--- src/rtl/atx_pkg.sv ---
package atx_pkg;
  localparam int SAMPLE_W = 16;
  localparam int MAP_W    = 4;

  typedef enum logic [1:0] {
    FMT_STD   = 2'd0,
    FMT_LEFT  = 2'd1,
    FMT_RIGHT = 2'd2,
    FMT_RSVD  = 2'd3
  } fmt_e;
endpackage

--- src/rtl/atx_sample_fifo.sv ---
module atx_sample_fifo #(
  parameter int W     = 128,
  parameter int DEPTH = 4
) (
  input  logic                       clk,
  input  logic                       rst_n,
  input  logic                       in_valid,
  output logic                       in_ready,
  input  logic [W-1:0]               in_data,
  output logic                       head_valid,
  output logic [W-1:0]               head_data,
  input  logic                       pop,
  output logic [$clog2(DEPTH+1)-1:0] level
);
  localparam int AW = (DEPTH > 1) ? $clog2(DEPTH) : 1;
  localparam int CW = $clog2(DEPTH+1);

  logic [W-1:0]  mem [DEPTH];
  logic [AW-1:0] wr_ptr, rd_ptr;
  logic [CW-1:0] count;
  logic          push;

  assign in_ready   = (count != CW'(DEPTH));
  assign push       = in_valid && in_ready;
  assign head_valid = (count != '0);
  assign head_data  = mem[rd_ptr];
  assign level      = count;

  always_ff @(posedge clk) begin
    if (push) mem[wr_ptr] <= in_data;
  end

  always_ff @(posedge clk or negedge rst_n) begin
    if (!rst_n) begin
      wr_ptr <= '0;
      rd_ptr <= '0;
      count  <= '0;
    end else begin
      if (push) wr_ptr <= (wr_ptr == AW'(DEPTH-1)) ? '0 : wr_ptr + 1'b1;
      if (pop)  rd_ptr <= (rd_ptr == AW'(DEPTH-1)) ? '0 : rd_ptr + 1'b1;
      count <= count + CW'(push) - CW'(pop);
    end
  end
endmodule

--- src/rtl/atx_clk_unit.sv ---
module atx_clk_unit #(
  parameter int HALF_PERIOD = 2
) (
  input  logic clk,
  input  logic rst_n,
  input  logic run,
  input  logic follow,
  input  logic bclk_inv,
  input  logic fclk_inv,
  input  logic bclk_in,
  input  logic fclk_in,
  output logic bit_fall,
  output logic ext_fclk_eff,
  output logic bclk_pin
);
  localparam int HW = (HALF_PERIOD > 1) ? $clog2(HALF_PERIOD) : 1;

  logic [HW-1:0] hcnt;
  logic          gen_b;
  logic [2:0]    bsync;
  logic [1:0]    fsync;
  logic          toggle, ext_now, ext_prev;

  assign toggle   = run && !follow && (hcnt == HW'(HALF_PERIOD-1));
  assign ext_now  = bsync[1] ^ bclk_inv;
  assign ext_prev = bsync[2] ^ bclk_inv;

  always_ff @(posedge clk or negedge rst_n) begin
    if (!rst_n) begin
      hcnt  <= '0;
      gen_b <= 1'b0;
      bsync <= '0;
      fsync <= '0;
    end else begin
      bsync <= {bsync[1:0], bclk_in};
      fsync <= {fsync[0], fclk_in};
      if (!run || follow) begin
        hcnt  <= '0;
        gen_b <= 1'b0;
      end else if (toggle) begin
        hcnt  <= '0;
        gen_b <= !gen_b;
      end else begin
        hcnt <= hcnt + 1'b1;
      end
    end
  end

  // a fall of the effective bit clock, from the divider or the synchronizer
  assign bit_fall     = follow ? (run && ext_prev && !ext_now) : (toggle && gen_b);
  assign ext_fclk_eff = fsync[1] ^ fclk_inv;
  assign bclk_pin     = follow ? 1'b0 : (gen_b ^ bclk_inv);
endmodule

--- src/rtl/atx_serializer.sv ---
module atx_serializer
  import atx_pkg::*;
#(
  parameter int MAX_SLOTS = 8,
  localparam int CH_W     = $clog2(MAX_SLOTS),
  localparam int POS_W    = CH_W + 4,
  localparam int FRAME_W  = MAX_SLOTS * SAMPLE_W
) (
  input  logic                     clk,
  input  logic                     rst_n,
  input  logic                     run,
  input  logic                     glob_en,
  input  logic                     bit_fall,
  input  logic                     follow,
  input  logic                     ext_fclk_eff,
  input  logic [1:0]               fmt,
  input  logic [CH_W-1:0]          chan,
  input  logic [MAP_W*MAX_SLOTS-1:0] map,
  input  logic                     head_valid,
  input  logic [FRAME_W-1:0]       head_data,
  output logic                     pop,
  output logic                     sd,
  output logic                     fclk_eff,
  output logic                     underrun,
  output logic [POS_W-1:0]         pos
);
  fmt_e               fm;
  logic               std, wrap, resync, load, nbit, prev_fs;
  logic [POS_W-1:0]   last, half, npos, d, bidx;
  logic [FRAME_W-1:0] cur, frame_new;

  assign fm   = fmt_e'(fmt);
  assign std  = (fm == FMT_STD) || (fm == FMT_RSVD);
  assign last = {chan, 4'hF};
  assign half = POS_W'({1'b0, chan} + 1'b1) << 3;

  // slot placement through the per-slot sample index map
  for (genvar s = 0; s < MAX_SLOTS; s++) begin : g_slot
    logic [MAP_W-1:0] sel;
    logic [CH_W-1:0]  sel_lo;
    assign sel    = map[MAP_W*s +: MAP_W];
    assign sel_lo = sel[CH_W-1:0];
    assign frame_new[SAMPLE_W*s +: SAMPLE_W] =
      (head_valid && ({1'b0, sel} < (MAP_W+1)'(MAX_SLOTS))) ?
      head_data[{sel_lo, 4'b0000} +: SAMPLE_W] : '0;
  end

  always_comb begin
    wrap   = (pos == last);
    resync = follow && !ext_fclk_eff && prev_fs;
    npos   = (wrap || resync) ? '0 : pos + 1'b1;
    if (std) d = (npos == '0) ? last : npos - 1'b1;
    else     d = npos;
    load = (d == '0);
    bidx = {d[POS_W-1:4], ~d[3:0]};
    nbit = load ? frame_new[bidx] : cur[bidx];
  end

  assign pop = run && bit_fall && load && head_valid;

  always_ff @(posedge clk or negedge rst_n) begin
    if (!rst_n) begin
      pos      <= '0;
      sd       <= 1'b0;
      fclk_eff <= 1'b1;
      cur      <= '0;
      underrun <= 1'b0;
      prev_fs  <= 1'b0;
    end else begin
      if (!glob_en) underrun <= 1'b0;
      if (!run) begin
        pos      <= last;
        sd       <= 1'b0;
        fclk_eff <= 1'b1;
        cur      <= '0;
        prev_fs  <= 1'b0;
      end else if (bit_fall) begin
        pos      <= npos;
        sd       <= nbit;
        fclk_eff <= (npos >= half);
        prev_fs  <= ext_fclk_eff;
        if (load) begin
          cur <= frame_new;
          if (!head_valid) underrun <= 1'b1;
        end
      end
    end
  end
endmodule

--- src/rtl/atx_serial_tx.sv ---
module atx_serial_tx
  import atx_pkg::*;
#(
  parameter int MAX_SLOTS   = 8,
  parameter int LINES       = 4,
  parameter int FIFO_DEPTH  = 4,
  parameter int HALF_PERIOD = 2,
  localparam int CH_W       = $clog2(MAX_SLOTS),
  localparam int POS_W      = CH_W + 4,
  localparam int FRAME_W    = MAX_SLOTS * SAMPLE_W
) (
  input  logic                       clk,
  input  logic                       rst_n,
  input  logic                       s_valid,
  output logic                       s_ready,
  input  logic [FRAME_W-1:0]         s_data,
  input  logic [1:0]                 cfg_fmt,
  input  logic                       cfg_bclk_inv,
  input  logic                       cfg_fclk_inv,
  input  logic                       cfg_follow,
  input  logic [CH_W-1:0]            cfg_chan,
  input  logic [MAP_W*MAX_SLOTS-1:0] cfg_map,
  input  logic                       glob_en,
  input  logic                       tx_en,
  input  logic [LINES-1:0]           line_en,
  input  logic                       bclk_in,
  input  logic                       fclk_in,
  output logic                       bclk_out,
  output logic                       fclk_out,
  output logic                       clk_drive,
  output logic [LINES-1:0]           sd_out,
  output logic                       underrun
);
  logic                            run, bit_fall, ext_fclk_eff, pop, head_valid;
  logic                            sd_core, fclk_core;
  logic [FRAME_W-1:0]              head_data;
  logic [POS_W-1:0]                pos_core;
  logic [$clog2(FIFO_DEPTH+1)-1:0] fifo_level;

  assign run = glob_en && tx_en;

  atx_sample_fifo #(.W(FRAME_W), .DEPTH(FIFO_DEPTH)) u_fifo (
    .clk(clk), .rst_n(rst_n), .in_valid(s_valid), .in_ready(s_ready),
    .in_data(s_data), .head_valid(head_valid), .head_data(head_data),
    .pop(pop), .level(fifo_level)
  );

  atx_clk_unit #(.HALF_PERIOD(HALF_PERIOD)) u_clk (
    .clk(clk), .rst_n(rst_n), .run(run), .follow(cfg_follow),
    .bclk_inv(cfg_bclk_inv), .fclk_inv(cfg_fclk_inv),
    .bclk_in(bclk_in), .fclk_in(fclk_in), .bit_fall(bit_fall),
    .ext_fclk_eff(ext_fclk_eff), .bclk_pin(bclk_out)
  );

  atx_serializer #(.MAX_SLOTS(MAX_SLOTS)) u_ser (
    .clk(clk), .rst_n(rst_n), .run(run), .glob_en(glob_en),
    .bit_fall(bit_fall), .follow(cfg_follow), .ext_fclk_eff(ext_fclk_eff),
    .fmt(cfg_fmt), .chan(cfg_chan), .map(cfg_map),
    .head_valid(head_valid), .head_data(head_data), .pop(pop),
    .sd(sd_core), .fclk_eff(fclk_core), .underrun(underrun), .pos(pos_core)
  );

  assign fclk_out  = cfg_follow ? 1'b0 : (fclk_core ^ cfg_fclk_inv);
  assign clk_drive = glob_en && !cfg_follow;

  for (genvar i = 0; i < LINES; i++) begin : g_line
    assign sd_out[i] = sd_core && run && line_en[i];
  end
endmodule

--- config.mk ---
export PLATFORM = sky130hd
export DESIGN_NAME = atx_serial_tx
export DESIGN_NICKNAME = d
export VERILOG_FILES = /design/src/rtl/atx_pkg.sv /design/src/rtl/atx_sample_fifo.sv /design/src/rtl/atx_clk_unit.sv /design/src/rtl/atx_serializer.sv /design/src/rtl/atx_serial_tx.sv
export SDC_FILE = /design/constraint.sdc
export NUM_CORES = 1
export LEC_CHECK = 0
export BUFFER_PORTS_ARGS = -buffer_cell sky130_fd_sc_hd__buf_2
export CORE_MARGIN = 3
export CORE_UTILIZATION = 42
export CTS_BUF_LIST = sky130_fd_sc_hd__clkbuf_4
export CTS_CLUSTER_DIAMETER = 200
export DETAILED_ROUTE_END_ITERATION = 10
export HOLD_SLACK_MARGIN = 0.1
export PLACE_DENSITY = 0.61
export SYNTH_ARGS = -nofsm -noshare
export SYNTH_HDL_FRONTEND = slang
export SYNTH_HIERARCHICAL = 1
export SYNTH_SLANG_ARGS = --single-unit
--- constraint.sdc ---
create_clock -name clk -period 4 [get_ports clk]
set_input_delay 1 -clock clk [delete_from_list [all_inputs] [get_ports clk]]
set_output_delay 1 -clock clk [all_outputs]
set_load 0.02 [all_outputs]
==> Word-level counts from Yosys, hierarchy flattened <==
Memory sizes are Yosys's and may differ from the RTL's.
Cells that the tools add are included.
{ "classes": {"add_sub_neg": 8, "n_mul": 0, "div": 0, "magnitude_cmp": 10, "n_eq_ne": 7, "shifts": 8, "muxes": 43, "n_bitwise": 6, "reduce_logical": 40} }
{ "op_table": {"columns": ["op", "n"], "rows": [
  ["indexed part select 128 x 8 -> 16 bit", 8],
  ["2-to-1 mux 128 bit", 3],
  ["2-to-1 mux 16 bit", 8],
  ["2-to-1 mux 7 bit", 5],
  ["< comparator 4 bit (second input constant)", 8],
  ["logical AND 1 bit", 26],
  ["2-to-1 mux 1 bit", 23],
  ["binary-select mux 1 bit (select 7 bit)", 2],
  ["zero test 7 bit", 2],
  ["< comparator 7 x 8 -> 1 bit (second input constant)", 1],
  ["adder 7 x 1 -> 7 bit (second input constant)", 1],
  ["== test 7 bit", 1],
  ["greater-or-equal comparator 7 bit", 1],
  ["subtractor 7 x 1 -> 7 bit (second input constant)", 1],
  ["== test 2 bit (second input constant)", 3],
  ["zero test 1 bit", 5],
  ["XOR 1 bit", 5],
  ["adder 2 x 1 -> 2 bit (second input constant)", 2],
  ["adder 3 x 1 -> 4 bit (second input constant)", 1],
  ["2-to-1 mux 2 bit", 2],
  ["!= test 2 x 1 -> 1 bit (second input constant)", 2],
  ["NOT 4 bit", 1],
  ["adder 3 x 1 -> 3 bit", 1],
  ["logical OR 1 bit", 3],
  ["7 further kinds", 7]
]} }
{ "totals": {"regBits": 153, "latchBits": 0, "ramBits": 512, "mem_bits_ro": 0, "in_bits": 179, "out_inout_bits": 9, "n_memories": 1} }
{ "mem_list": {"columns": ["memory", "words", "word_bits", "rd", "rd_ports_with_merged_regs", "wr", "line", "text"], "rows": [
  ["u_fifo.mem", 4, 128, 1, 0, 1, "atx_sample_fifo.sv:18", "logic [W-1:0] mem [DEPTH];"]
]} }

==> Logic depth before layout (Yosys ltp) <==
Gate-level depths: netlist (run 1).
{ "logic_depth": {"ltp_word": 15, "ltp_mapped": 18, "mapped_depth_nobuf": 18} }

==> By module <==
The synthesis (run 1) kept the hierarchy.
{ "by_module_without_submodules": {"columns": ["module", "n_inst", "cells_each", "area_each_um2"], "rows": [
  ["atx_sample_fifo", 1, 710, 18940.7],
  ["atx_serializer", 1, 1139, 14500.2],
  ["atx_clk_unit", 1, 19, 256.5],
  ["atx_serial_tx", 1, 8, 52.6]
]} }

==> Worst setup path before layout (run 1) <==
OpenSTA, ideal clock, no wires.
{ "synth_timing": {"kind": "input to register", "start": "input cfg_chan[2]", "end": "register u_fifo.count[2], in the netlist u_fifo/level[2]", "setup_time_ns": 0.123, "arrival_ns": 4.468, "required_ns": 3.877, "slack_ns": -0.591, "path_stages": 17, "path_buffers": 1, "path_cell_list": "buf_2 > xor2_1 > o41a_1 > nand2_2 > ha_1 > nand2_1 > o31ai_1 > o21ai_4 > nor4_2 > and3_1 > ha_1 > inv_1 > ha_1 > inv_1 > fa_1 > xnor2_1 > xnor2_1"} }
{ "synth_via": {"elab_chain_cells": 10, "elab_cells_between_ends": 11, "cone_classes": "2 x add/sub; 1 x eq/ne; 3 x mux; 5 x reduce/logical"} }
{ "synth_lines": {"columns": ["item", "line", "text"], "rows": [
  ["start: declaration", "atx_serial_tx.sv:21", "input logic [CH_W-1:0] cfg_chan,"],
  ["== test 7 bit", "atx_serializer.sv:49", "wrap = (pos == last);"],
  ["logical OR 1 bit", "atx_serializer.sv:51", "npos = (wrap || resync) ? '0 : pos + 1'b1;"],
  ["2-to-1 mux 7 bit", "atx_serializer.sv:51", null],
  ["subtractor 7 x 1 -> 7 bit or zero test 7 bit (tied branches)", "atx_serializer.sv:52", "if (std) d = (npos == '0) ? last : npos - 1'b1;"],
  ["2-to-1 mux 7 bit", "atx_serializer.sv:52", null],
  ["2-to-1 mux 7 bit (*)", "atx_serializer.sv:52", null],
  ["zero test 7 bit (*)", "atx_serializer.sv:54", "load = (d == '0);"],
  ["logical AND 1 bit (*) (2 in a row)", "atx_serializer.sv:59", "assign pop = run && bit_fall && load && head_valid;"],
  ["via pop", "atx_serial_tx.sv:34", "logic run, bit_fall, ext_fclk_eff, pop, head_valid;"],
  ["subtractor 3 x 1 -> 3 bit (*)", "atx_sample_fifo.sv:41", "count <= count + CW'(push) - CW'(pop);"],
  ["end signal: assignment", "atx_sample_fifo.sv:41", null],
  ["end: declaration", "atx_sample_fifo.sv:20", "logic [CW-1:0] count;"]
]} }
The timed path passes the listed nets; every way through them passes the cells marked *.
A chain may end at the register's enable or synchronous reset.

==> Worst setup path in the final report (run 1) <==
{ "layout_timing": {"start": "register u_ser.pos[0]", "end": "register u_ser.sd"} }
{ "layout_via": {"elab_chain_cells": 12, "elab_cells_between_ends": 17, "cone_classes": "2 x add/sub; 1 x eq/ne; 10 x mux; 1 x bitwise; 3 x reduce/logical"} }
{ "layout_lines": {"columns": ["item", "line", "text"], "rows": [
  ["start: declaration", "atx_serializer.sv:25", "output logic [POS_W-1:0] pos"],
  ["start signal: assignment", "atx_serializer.sv:72", "pos <= last;"],
  ["start signal: assignment", "atx_serializer.sv:78", "pos <= npos;"],
  ["branches (longest 2 deep; another with adder 7 x 1 -> 7 bit)", null, null],
  ["2-to-1 mux 7 bit (*)", "atx_serializer.sv:51", null],
  ["subtractor 7 x 1 -> 7 bit or zero test 7 bit (tied branches)", "atx_serializer.sv:52", null],
  ["2-to-1 mux 7 bit", "atx_serializer.sv:52", null],
  ["2-to-1 mux 7 bit (*)", "atx_serializer.sv:52", null],
  ["NOT 4 bit", "atx_serializer.sv:55", "bidx = {d[POS_W-1:4], ~d[3:0]};"],
  ["binary-select mux 1 bit (select 7 bit)", "atx_serializer.sv:56", "nbit = load ? frame_new[bidx] : cur[bidx];"],
  ["2-to-1 mux 1 bit (not written as such)", "atx_serializer.sv:56", null],
  ["2-to-1 mux 1 bit (*)", "atx_serializer.sv:56", null],
  ["2-to-1 mux 1 bit (*)", "atx_serializer.sv:77", "end else if (bit_fall) begin"],
  ["2-to-1 mux 1 bit (*)", "atx_serializer.sv:71", "if (!run) begin"],
  ["end signal: assignment", "atx_serializer.sv:79", "sd <= nbit;"],
  ["end: declaration", "atx_serializer.sv:22", "output logic sd,"]
]} }
Mark *: on every way between the ends. The select of a mux whose other input is x is not followed.

==> flow_summary_export.csv, run 1 <==
group,metric,value,unit
layout,area_delta_synth_final,16.7,%
synth,ys_seq_elements,665,
worst_setup_path,critical-path-slowest-cell,"o41a_1",
floorplan,io_pins,188,
clock_network,clockBufferDepth,3,
clock_network,cts_buffers,177,
pwr,peakVddDrop,0.000350,V
global_routing,grt_pass1_vias,21700,
layout,final_common_cell,"edfxtp_1",
global_routing,grt_pass1_wl,145000,µm
flow_run,max_cap_violations,0,
synth,yosys.area.top_type,"edfxtp_1",
pwr,p_per_area,491,nW/µm²
global_routing,track_usage,0.241,
sta,final-hold-violation-count,0,
floorplan,start_util,0.426,
routing,first_pass_iters,5,
layout,fin_nets,2462,
worst_setup_path,crit_buf_inv,3,
routing,viasPerCell,6.03,
global_routing,grt_max_degree,70,
worst_setup_path,arrival,4.73,ns
routing,drt-initial-drc-count,1825,
sta,fin_crit_sh,0.965,
clock_network,htreeDepth,4,
sta,tightestPinTransition,1.01,ns
synth,synth_top_area_frac,0.456,
sta,slew_headroom,0.326,
synth,ys.flop_type,"edfxtp_1",
synth,yosys_warnings,6,
clock_network,clock_latency,1.00,ns
sta,finalMaxSlewViolations,0,
worst_setup_path,end_kind,"flip-flop",
floorplan,core,79300,µm²
global_routing,grt_antenna_before_repair,10,
synth,synth_cells,1876,
sta,fmax,259,MHz
clock_network,cts_tree,"built",
synth,synth_cell_type_count,74,
sta,skew,0.0658,ns
routing,drt_wl_total,98600,µm
global_routing,overflow,0,
min_path,hp-class,"input port to flip-flop",
synth,synth-edff-count,512,
worst_setup_path,cp_common_cell,"buf_4",
floorplan,rows,103,
placement,port_buffers,187,
clock_network,clk_pin_slew,0.07,ns
layout,utilization,0.497,
worst_setup_path,worstPathMaxFanout,8,
floorplan,dieArea,83800,µm²
sta,finalSetupViolations,0,
worst_setup_path,critPathTopFamily,"compound AO/OA/AOI/OAI gates",
synth,ys_seq_area_frac,0.569,
sta,rsz0062_at_grt,"true",
sta,whs,0.230,ns
synth,syn_area,33700,µm²
synth,syn_nets,2070,
layout,final_cell_mix,"edfxtp_1 (512), mux4_2 (413), clkbuf_4 (250)",
placement,gp_congestion,0.925,
routing,drc_errors,0,
routing,post_drt_wl_per_cell,28.5,µm
worst_setup_path,worstPathRequired,4.87,ns
worst_setup_path,crit_type,"flip-flop to flip-flop",
floorplan,die_w,289,µm
synth,synth_area_leaders,"edfxtp_1 (46%), mux4_2 (28%), dfrtp_1 (11%), mux2i_1 (4.9%), nand2_1 (1.6%)",
layout,layout-drive-gt1-share,0.449,
worst_setup_path,start_kind,"flip-flop",
worst_setup_path,slowest_delay,0.50,ns
routing,ant_nets,0,
clock_network,clock-sinks,665,
run_status,status,"completed",
floorplan,die_h,289,µm
pwr,leakagePower,0.0142,µW
synth,synth_area_per_cell,18.0,µm²
placement,dpl.hpwl,68400,µm
synth,ys_async_sr_fraction,0.230,
worst_setup_path,path_cells,"ha_4 > nand3_2 > o41a_1 > nand2_2 > ha_4 > buf_4 > nand2_2 > or4_4 > o21ai_4 > buf_4 > buf_4 > mux2i_1 > mux2i_1 > a311oi_2 > o211a_1 > a211oi_2",
sta,min_period,3.86,ns
clock_network,cts_root_buf,"clkbuf_4",
routing,dr_total_vias,20800,
-- power breakdown --
part | total (µW) | switching, µW | leakage, µW | internal [µW]
registers | 8900 | 254 | 0.00676 | 8650
logic | 4610 | 2660 | 0.00609 | 1950
clock network | 5840 | 2810 | 0.00132 | 3030
total | 19400 | 5730 | 0.0142 | 13600
-- flip-flops by register name, indices dropped and copies added (netlist names), 2 cells and up --
name           flops
u_fifo/mem       512
u_ser/cur        128
u_fifo/wr_ptr      2
u_ser/pos          7
u_clk/fsync        2
u_clk/bsync        3
u_fifo/rd_ptr      2
u_fifo/level       3
-- cell type report --
cell class,count,area [µm²]
flip-flops and latches,665,19200
inverters,17,63.8
repair buffers,364,2660
well taps,1050,1310
clock buffers,250,1880
diodes,5,12.5
clock inverters,61,340
multi-input cells,1043,13900
fillers,6641,39900
-- path summary, 6_finish.rpt --
| path | start | to | slack, ns | cells after the start |
|---|---|---|---|---|
| setup / recovery | u_ser/pos[0] | u_ser/sd | 0.14 | 16 |
| hold reg to reg | u_clk/fsync[0] | u_clk/fsync[1] | 0.36 | 0 |
| setup reg to reg | u_ser/pos[0] | u_ser/sd | 0.14 | 16 |
| hold / removal | s_data[98] | u_fifo/mem[1][98] | 0.23 | 1 |
| max in group asynchronous | rst_n | u_ser/fclk_eff | 2.40 | 3 |
| min in group asynchronous | rst_n | u_ser/pos[4] | 0.60 | 2 |
-- layer usage --
| metal | wire length [µm] | GRT usage | vias to the layer above |
|---|---|---|---|
| met5 | 42 | 0 | - |
| met4 | 3410 | 0.101 | 8 |
| met3 | 8760 | 0.0607 | 202 |
| met2 | 49500 | 0.396 | 1072 |
| met1 | 36900 | 0.306 | 10800 |
| li1 | - | - | 8757 |
-- kinds of logic after synthesis --
family / Yosys count / synth area share
AO/OA/AOI/OAI: 185 / 0.0362
XOR/XNOR: 18 / 0.00523
adder cells (fa/ha/maj): 15 / 0.00578
buffers and inverters: 168 / 0.0244
flip-flops: 665 / 0.569
multiplexers: 583 / 0.326
AND/OR/NAND/NOR: 242 / 0.0331
-- Yosys cell counts (13+ instances only) --
cell and instances:
mux4_2 413, o31ai_1 43, nand2_1 148, edfxtp_1 512, nor2_1 31, o21ai_0 82, dfrtp_1 152, inv_1 17
a21oi_1 14, buf_2 23, ha_1 14, buf_4 13, buf_6 15, mux2i_1 164, buf_1 33, clkbuf_1 66
-- per-stage QoR --
step / TNS [ns] / setup WS [ns] / power [µW] / std cells / cell area (µm²)
after floorplan: -0.822 / -0.480 / 11800 / 1876 / 33900
after global placement: -18.90 / -0.650 / 13500 / 3105 / 36800
after detailed placement: -27.76 / -0.700 / 13600 / 3105 / 36800
after CTS: 0 / 0.00686 / 19600 / 3447 / 39300
after global routing: -0.0452 / -0.0452 / 20300 / 3453 / 39400
final: 0 / 0.141 / 19400 / 3455 / 39400
-- repair_timing --
item / 4_1_cts / 5_1_grt
hold buffers: 29 / 0
endpoints found under the hold margin: 141 / 0
endpoints found under the setup margin: 1 / 3
pin swaps: 1 / 9
gates resized for setup: 0 / 10
setup buffers: 2 / 3
Note: power is estimated with default switching activity, not from simulation.
==> inputs of run 2 (changes only) <==
- MAX_ROUTING_LAYER: not set -> met4
==> run 2 against run 1 <==
Net effect:
- core utilization about the same
- final cell count is 0.52% higher
- clock-buffer cell count down 7
- maximum frequency down 2.3%
- die area stayed put
- non-clock buffer count increased by 7
- clock power hardly changed
- global-route usage up 1.1 points
- first-iteration DRC count is 7.2% higher
- wire length grew 1.8%
- critical path depth grew 3
- sequential share of layout area hardly changed
- critical path type unchanged
- critical endpoint is now u_fifo/level[2]
- largest cell class unchanged
==> flow_summary_export.csv, run 2 (synthesized netlist as in run 1, its figures left out) <==
group,metric,value,unit
clock_network,cts_root_buf,"clkbuf_4",
sta,final-hold-violation-count,0,
clock_network,htreeDepth,4,
routing,drt_wl_total,100000,µm
routing,ant_nets,0,
sta,whs,0.197,ns
sta,finalSetupViolations,0,
sta,skew,0.0540,ns
clock_network,clock_latency,1.03,ns
worst_setup_path,critical-path-slowest-cell,"o41a_1",
clock_network,cts_tree,"built",
worst_setup_path,worstPathMaxFanout,5,
clock_network,clockBufferDepth,3,
sta,rsz0062_at_grt,"true",
flow_run,max_cap_violations,0,
pwr,comb_power_share,0.241,
pwr,peakVddDrop,0.000333,V
pwr,p_sw,5800,µW
layout,largest_register_ffs,512,
worst_setup_path,cp_common_cell,"ha_4",
global_routing,grt_pass1_vias,21900,
sta,slew_headroom,0.322,
clock_network,clk_pin_slew,0.07,ns
layout,fillCellCount,6666,
clock_network,clock-sinks,665,
layout,largest-register,"u_fifo/mem",
placement,port_buffers,187,
floorplan,die_h,289,µm
floorplan,core,79300,µm²
sta,fmax,253,MHz
sta,finalMaxSlewViolations,0,
placement,gp_congestion,0.951,
placement,dpl.hpwl,70100,µm
worst_setup_path,arrival,4.85,ns
routing,dr_total_vias,20900,
layout,area_delta_synth_final,16.8,%
worst_setup_path,crit_buf_inv,3,
global_routing,grt_pass1_wl,147000,µm
worst_setup_path,start_kind,"flip-flop",
global_routing,grt_antenna_before_repair,11,
global_routing,grt_max_degree,65,
routing,post_drt_wl_per_cell,28.9,µm
run_status,status,"completed",
pwr,p_total,19400,µW
pwr,p_per_area,492,nW/µm²
clock_network,cts_buffers,177,
worst_setup_path,crit_type,"flip-flop to flip-flop",
layout,fin_nets,2469,
layout,final_cell_mix,"edfxtp_1 (512), mux4_2 (413), clkbuf_4 (243)",
global_routing,overflow,0,
pwr,clkPwrFrac,0.300,
worst_setup_path,worstPathRequired,4.90,ns
sta,tightestPinTransition,1.02,ns
placement,dpl_worst_slack,-0.814,ns
floorplan,die_w,289,µm
global_routing,track_usage,0.252,
layout,largest_registers,"u_fifo/mem (512), u_ser/cur (128), u_ser/pos (7)",
floorplan,start_util,0.426,
sta,fin_crit_sh,0.988,
floorplan,rows,103,
floorplan,io_pins,188,
routing,first_pass_iters,6,
layout,final_common_cell,"edfxtp_1",
pwr,pwr-share-seq,0.460,
pwr,leakagePower,0.0142,µW
sta,min_period,3.95,ns
sta,fin_ws,0.0483,ns
worst_setup_path,path_cells,"ha_4 > nand3_4 > o41a_1 > nand2_2 > ha_4 > buf_6 > nand2_2 > o31ai_2 > a31oi_1 > or3b_4 > nor4_4 > and3_4 > ha_4 > inv_2 > ha_4 > inv_2 > fa_2 > xnor2_2 > xnor2_1",
worst_setup_path,slowest_delay,0.53,ns
placement,dpl.cell_count,3112,
layout,stdcell_count,3473,
routing,viasPerCell,6.02,
floorplan,dieArea,83800,µm²
routing,drc_errors,0,
sta,fin_setup_tns,0,ns
worst_setup_path,critPathTopFamily,"simple AND/OR/NAND/NOR gates",
pwr,p_int,13600,µW
worst_setup_path,end_kind,"flip-flop",
routing,drt-initial-drc-count,1957,
pwr,switching_share,0.299,
min_path,hp-class,"input port to flip-flop",
layout,layout-drive-gt1-share,0.452,
run 2: path summary, 6_finish.rpt:
check	startpoint	to	slack [ns]	depth (start not counted)
hold reg to reg	u_clk/bsync[0]	u_clk/bsync[1]	0.35	0
hold / removal	s_data[82]	u_fifo/mem[0][82]	0.20	1
setup reg to reg	u_ser/pos[1]	u_fifo/level[2]	0.05	19
min in group asynchronous	rst_n	u_fifo/level[2]	0.56	2
setup / recovery	u_ser/pos[1]	u_fifo/level[2]	0.05	19
max in group asynchronous	rst_n	u_ser/fclk_eff	2.48	3
run 2: timing repair:
item / CTS / global route
pin swaps: 8 / 16
hold buffers: 21 / 0
endpoints found under the hold margin: 116 / 0
setup buffers: 3 / 10
setup endpoints to repair: 1 / 5
gates resized for setup: 2 / 12
run 2: cell type report:
type | count | area (µm²) | share of cell area
clock buffers | 243 | 1820 | 0.0463
inverters | 17 | 63.8 | 0.00162
repair buffers | 371 | 2680 | 0.0680
diodes | 11 | 27.5 | 0.000698
well taps | 1050 | 1310 | 0.0333
multi-input cells | 1043 | 13900 | 0.353
clock inverters | 73 | 374 | 0.00949
flip-flops and latches | 665 | 19200 | 0.487
run 2: per-stage QoR:
| step | utilization | area (µm²) |
|---|---|---|
| detailed placement | 0.465 | 36800 |
| CTS | 0.495 | 39300 |
| finish | 0.498 | 39400 |
| global route | 0.498 | 39400 |
| global placement | 0.465 | 36800 |
| floorplan | - | 33900 |
run 2: metal layers:
layer  vias up  wire (µm)  track usage  part of all wire
li1       8755          -            -                 -
met1     10900      38400        0.312              0.38
met2      1013      50400        0.401              0.50
met3       217       7880       0.0593             0.079
met4         0       3720        0.101             0.037
met5         -          0            -                 0
run 2: worst register-to-register path, delay by kind of cell (launching register included):
| kind | cells | cell delay [ns] |
|---|---|---|
| buffers and inverters | 3 | 0.21 |
| DFF | 1 | 0.39 |
| adders and majority gates | 5 | 0.99 |
| xor gates and xnor gates | 2 | 0.28 |
| AOI/OAI and AO/OA | 3 | 0.74 |
| and+or+nand+nor | 6 | 1.23 |
run 2: power groups by stage:
stage / Sequential (µW) / Combinational [µW] / Clock (µW)
5_1_grt: 8980 / 4900 / 6400
3_5_place_dp: 9050 / 4600 / 0
3_3_place_gp: 8980 / 4560 / 0
4_1_cts: 8910 / 4630 / 5990
6_report: 8910 / 4660 / 5810
2_1_floorplan: 9010 / 2780 / 0
